==> src/rtl/grp_irq_pkg.sv <==
package grp_irq_pkg;

  typedef enum logic {CMB_ANY = 1'b0, CMB_ALL = 1'b1} cmb_mode_e;
  typedef enum logic {TRG_EDGE = 1'b0, TRG_LEVEL = 1'b1} trg_mode_e;

  localparam int unsigned CTRL_STAT_BIT = 0;
  localparam int unsigned CTRL_CMB_BIT  = 1;
  localparam int unsigned CTRL_TRG_BIT  = 2;

  // A pin is active when its level equals its polarity bit.
  function automatic logic pin_hit(input logic lvl, input logic pol);
    return ~(lvl ^ pol);
  endfunction

  // Next status value given the trigger mode and this cycle's events.
  function automatic logic next_status(input logic cur, input logic cond,
                                       input logic rise, input logic clr,
                                       input logic lvl_mode);
    if (lvl_mode) return cond;
    if (rise) return 1'b1;
    if (clr) return 1'b0;
    return cur;
  endfunction

endpackage

==> src/rtl/grp_irq_regs.sv <==
module grp_irq_regs #(
  parameter int unsigned NUM_PORTS = 8,
  parameter int unsigned PORT_W    = 8,
  parameter int unsigned DATA_W    = 32,
  parameter int unsigned ADDR_W    = 5
) (
  input  logic                        clk,
  input  logic                        rst_n,
  input  logic                        wr,
  input  logic [ADDR_W-1:0]           addr,
  input  logic [DATA_W-1:0]           wdata,
  output logic [DATA_W-1:0]           rdata,
  input  logic                        status,
  output logic                        and_mode,
  output logic                        lvl_mode,
  output logic                        clr_pulse,
  output logic [NUM_PORTS*PORT_W-1:0] pol_flat,
  output logic [NUM_PORTS*PORT_W-1:0] en_flat
);
  import grp_irq_pkg::*;

  localparam int unsigned IDX_W    = ADDR_W - 2;
  localparam int unsigned POL_BASE = 1 << IDX_W;
  localparam int unsigned EN_BASE  = 2 << IDX_W;

  logic and_q, lvl_q;
  logic ctrl_sel;

  assign ctrl_sel  = (addr == '0);
  assign clr_pulse = wr && ctrl_sel && wdata[CTRL_STAT_BIT];
  assign and_mode  = and_q;
  assign lvl_mode  = lvl_q;

  always_ff @(posedge clk or negedge rst_n) begin
    if (!rst_n) begin
      and_q <= 1'b0;
      lvl_q <= 1'b0;
    end else if (wr && ctrl_sel) begin
      and_q <= wdata[CTRL_CMB_BIT];
      lvl_q <= wdata[CTRL_TRG_BIT];
    end
  end

  for (genvar p = 0; p < NUM_PORTS; p++) begin : g_port
    logic [PORT_W-1:0] pol_q, en_q;
    always_ff @(posedge clk or negedge rst_n) begin
      if (!rst_n) begin
        pol_q <= '0;
        en_q  <= '0;
      end else if (wr) begin
        if (addr == ADDR_W'(POL_BASE + p)) pol_q <= wdata[PORT_W-1:0];
        if (addr == ADDR_W'(EN_BASE + p))  en_q  <= wdata[PORT_W-1:0];
      end
    end
    assign pol_flat[p*PORT_W +: PORT_W] = pol_q;
    assign en_flat[p*PORT_W +: PORT_W]  = en_q;
  end

  always_comb begin
    rdata = '0;
    if (ctrl_sel) begin
      rdata[CTRL_STAT_BIT] = status;
      rdata[CTRL_CMB_BIT]  = and_q;
      rdata[CTRL_TRG_BIT]  = lvl_q;
    end
    for (int p = 0; p < NUM_PORTS; p++) begin
      if (addr == ADDR_W'(POL_BASE + p)) rdata[PORT_W-1:0] = pol_flat[p*PORT_W +: PORT_W];
      if (addr == ADDR_W'(EN_BASE + p))  rdata[PORT_W-1:0] = en_flat[p*PORT_W +: PORT_W];
    end
  end

endmodule

==> src/rtl/grp_irq_eval.sv <==
module grp_irq_eval #(
  parameter int unsigned NPINS = 64
) (
  input  logic [NPINS-1:0] pins,
  input  logic [NPINS-1:0] pol,
  input  logic [NPINS-1:0] en,
  input  logic             and_mode,
  output logic             cond,
  output logic             en_any
);
  import grp_irq_pkg::*;

  logic [NPINS-1:0] hit;
  logic any_hit, all_hit;

  for (genvar i = 0; i < NPINS; i++) begin : g_pin
    assign hit[i] = en[i] & pin_hit(pins[i], pol[i]);
  end

  assign en_any  = |en;
  assign any_hit = |hit;
  assign all_hit = (&(hit | ~en)) & en_any;
  assign cond    = and_mode ? all_hit : any_hit;

endmodule

==> src/rtl/grp_irq_trig.sv <==
module grp_irq_trig (
  input  logic clk,
  input  logic rst_n,
  input  logic cond,
  input  logic lvl_mode,
  input  logic clr_pulse,
  output logic cond_q,
  output logic rise,
  output logic status
);
  import grp_irq_pkg::*;

  assign rise = cond & ~cond_q;

  always_ff @(posedge clk or negedge rst_n) begin
    if (!rst_n) begin
      cond_q <= 1'b0;
      status <= 1'b0;
    end else begin
      cond_q <= cond;
      status <= next_status(status, cond, rise, clr_pulse, lvl_mode);
    end
  end

endmodule

==> src/rtl/grp_irq_combiner.sv <==
module grp_irq_combiner #(
  parameter int unsigned NUM_PORTS = 8,
  parameter int unsigned PORT_W    = 8,
  parameter int unsigned DATA_W    = 32,
  parameter int unsigned ADDR_W    = 5
) (
  input  logic                        clk,
  input  logic                        rst_n,
  input  logic                        bus_wr,
  input  logic [ADDR_W-1:0]           bus_addr,
  input  logic [DATA_W-1:0]           bus_wdata,
  output logic [DATA_W-1:0]           bus_rdata,
  input  logic [NUM_PORTS*PORT_W-1:0] pin_in,
  output logic                        irq
);
  localparam int unsigned NPINS = NUM_PORTS * PORT_W;

  logic             and_mode, lvl_mode, clr_pulse;
  logic             cond, en_any, cond_q, rise, status;
  logic [NPINS-1:0] pol_flat, en_flat;

  grp_irq_regs #(
    .NUM_PORTS(NUM_PORTS), .PORT_W(PORT_W), .DATA_W(DATA_W), .ADDR_W(ADDR_W)
  ) u_regs (
    .clk(clk), .rst_n(rst_n), .wr(bus_wr), .addr(bus_addr), .wdata(bus_wdata),
    .rdata(bus_rdata), .status(status), .and_mode(and_mode), .lvl_mode(lvl_mode),
    .clr_pulse(clr_pulse), .pol_flat(pol_flat), .en_flat(en_flat)
  );

  grp_irq_eval #(.NPINS(NPINS)) u_eval (
    .pins(pin_in), .pol(pol_flat), .en(en_flat), .and_mode(and_mode),
    .cond(cond), .en_any(en_any)
  );

  grp_irq_trig u_trig (
    .clk(clk), .rst_n(rst_n), .cond(cond), .lvl_mode(lvl_mode),
    .clr_pulse(clr_pulse), .cond_q(cond_q), .rise(rise), .status(status)
  );

  assign irq = status;

endmodule

==> config.mk <==
export PLATFORM = sky130hd
export DESIGN_NAME = grp_irq_combiner
export DESIGN_NICKNAME = d
export VERILOG_FILES = /design/src/rtl/grp_irq_pkg.sv /design/src/rtl/grp_irq_regs.sv /design/src/rtl/grp_irq_eval.sv /design/src/rtl/grp_irq_trig.sv /design/src/rtl/grp_irq_combiner.sv
export SDC_FILE = /design/constraint.sdc
export NUM_CORES = 1
export LEC_CHECK = 0
export BUFFER_PORTS_ARGS = -buffer_cell sky130_fd_sc_hd__buf_2
export CAP_MARGIN = 30
export CORE_ASPECT_RATIO = 0.6
export CORE_UTILIZATION = 33
export DETAILED_ROUTE_END_ITERATION = 6
export GPL_TIMING_DRIVEN = 0
export PLACE_DENSITY = 0.5
export SLEW_MARGIN = 20
export SYNTH_ARGS = -nofsm -noshare
export SYNTH_HDL_FRONTEND = slang
export SYNTH_HIERARCHICAL = 1
export SYNTH_SLANG_ARGS = --single-unit
==> constraint.sdc <==
create_clock -name clk -period 4.7 [get_ports clk]
set_input_delay 0.235 -clock clk [delete_from_list [all_inputs] [get_ports clk]]
set_output_delay 0.235 -clock clk [all_outputs]
set_load 0.005 [all_outputs]
==> out/metrics.yaml <==
cells_and_area:
  finalNetCount: 1034
  drive_gt1_share_pct: 32.17
  syn2layout_area_growth_pct: 19.97
  antenna_cells: 0
sta:
  finalSetupTns_ns: 0
  period_share_pct: 58.91
  relSlewSlack_pct: 42.64
  min_period_ns: 2.769
  fmax_ghz: 0.3612
  grt_setup_unrepaired: "no"
  skew_ns: 0.008015
  maxSlewViolCount: 0
  hold_viol: 0
  whs_ns: 0.1070
  worst_slew_pin_slew_ns: 0.8586
  finalSetupViolations: 0
grt:
  grt_max_degree: 80
  grt_pass1_wl_um: 52050
  grt_antenna_before_repair: 0
  grtUsageTotal_pct: 30.02
  grt_pass1_vias: 6991
  overflow: 0
worst_hold_path:
  holdPathEnd: "u_regs/g_port[5].en_q[0]"
  worstHoldStart: "bus_wdata[0]"
  holdPathStages: 2
  hold_path_class: "input pin to register"
worst_setup_path:
  r2r-start: "u_regs/g_port[1].pol_q[2]"
  crit_required_ns: 4.47
  critical_path_class: "input pin to primary output"
  critPathArrivalTime_ns: 2.53
  cp-start-kind: "input pin"
  cp_max_fo: 10
  rr_worst_depth: 7
  reg2reg_to: "u_trig/status"
  end_kind: "primary output"
  r2r_setup_slack_ns: 2.08
  crit_start: "bus_addr[0]"
detailed_routing:
  drt_iter0_markers: 966
  drc: 0
  vias: 7371
  drt-vias-per-instance: 5.831
  firstDrtPassIters: 5
  ant_nets: 0
  routedWlPerCell_um: 29.15
  wirelength_um: 36850
yosys:
  syn_area_mm2: 0.008178
  synthCells: 800
  syn_avg_cell_area_um2: 10.22
  ys_warn_count: 6
floorplan:
  rows: 44
  coreArea_mm2: 0.02422
  start_util_pct: 33.76
  dieWidth_um: 205.2
  ioPinCount: 137
  die_h_um: 123.9
  die_area_mm2: 0.02544
power:
  peakVddDrop_mv: 0.2178
  p_per_area_mw_per_mm2: 448.5
  power_leakage_nw: 4.317
clocking:
  h-tree-depth: 4
  clock_path_buffers: 2
  post-cts-setup-buffer-count: 0
  clock-root-buffer: "clkbuf_16"
  cts-resized-gates: 0
  clock-sinks: 132
  holdBufCountCts: 1
  path_clk_slew_ns: 0.06
  numCtsBuffers: 17
  cts_tree: "built"
  clk_latency_ns: 0.44
placed_design:
  dpl.hpwl_um: 29210
  routabilityCongestion: 0.9810
  portBuffers: 85
run:
  maxCapViolations: 0
status:
  status: "finished, final reports clean"
power breakdown:
part           internal, mW  leakage (nW)  switching [mW]
clock                 0.992         0.316           0.546
combinational         0.501          2.32           0.608
sequential             1.36          1.69           0.395
total                  2.85          4.32            1.55
sequential cells by signal (all words and copies together), names as in the netlist:
name	count
u_trig/status	1
u_regs/lvl_mode	1
u_regs/g_port.pol_q	64
u_regs/g_port.en_q	64
u_trig/cond_q	1
u_regs/and_mode	1
final cells by class:
cell class,count,area [um^2]
plain buffers,53,322.8
inverters,67,251.5
multi-input cells,571,4392
flip-flops and latches,132,3303
repair buffers,88,478.0
well taps,322,402.9
clock inverters,13,231.5
fillers,2447,14410
clock buffers,18,429.2
critical path: stages:
cell and delay, ns:
buf_2 0.13, buf_4 0.23, buf_2 0.33, buf_2 0.37
nor2_1 0.16, a221oi_1 0.47, o221ai_1 0.24, a21o_1 0.24
buf_2 0.13
cells in the final DEF, fill, tap and decap left out, drive strengths merged, types with 7 or more instances in the layout:
master / instances
dfrtp: 132
buf: 126
mux2: 121
inv: 68
xnor2: 64
o22ai: 45
nand2: 43
nor2: 37
clkbuf: 32
conb: 24
o21ai: 24
a22o: 23
a221oi: 19
nor4: 19
a21oi: 16
nand3: 16
nand2b: 13
a22oi: 12
nand4: 10
nor2b: 10
a32o: 8
a21o: 7
metrics by stage:
step	util (%)	power (mW)	area [um^2]	setup WS (ns)	cells
detailed placement	37.73	2.818	9140	2.067	1232
global route	40.50	4.551	9811	1.958	1264
global placement	37.54	2.818	9092	1.436	1230
CTS	40.50	4.367	9811	2.055	1264
floorplan	-	2.265	8264	2.831	823
finish	40.50	4.400	9811	1.931	1264
worst max-delay path by stage:
stage	to	slack, ns	cells after the start
5_1_grt	bus_rdata[0]	1.96	9
3_3_place_gp	u_regs/g_port[7].pol_q[5]	1.44	1
4_1_cts	bus_rdata[0]	2.05	9
3_5_place_dp	bus_rdata[0]	2.07	9
2_1_floorplan	u_trig/status	2.83	6
6_report	bus_rdata[0]	1.93	9
routing by layer:
layer / wire, um / vias up / track usage, %
li1: - / 3146 / -
met1: 17970 / 3707 / 46.17
met2: 13740 / 467 / 38.87
met3: 4485 / 51 / 10.20
met4: 656 / 0 / 7.222
met5: 0 / - / 0
(Power assumes the default switching activity.)
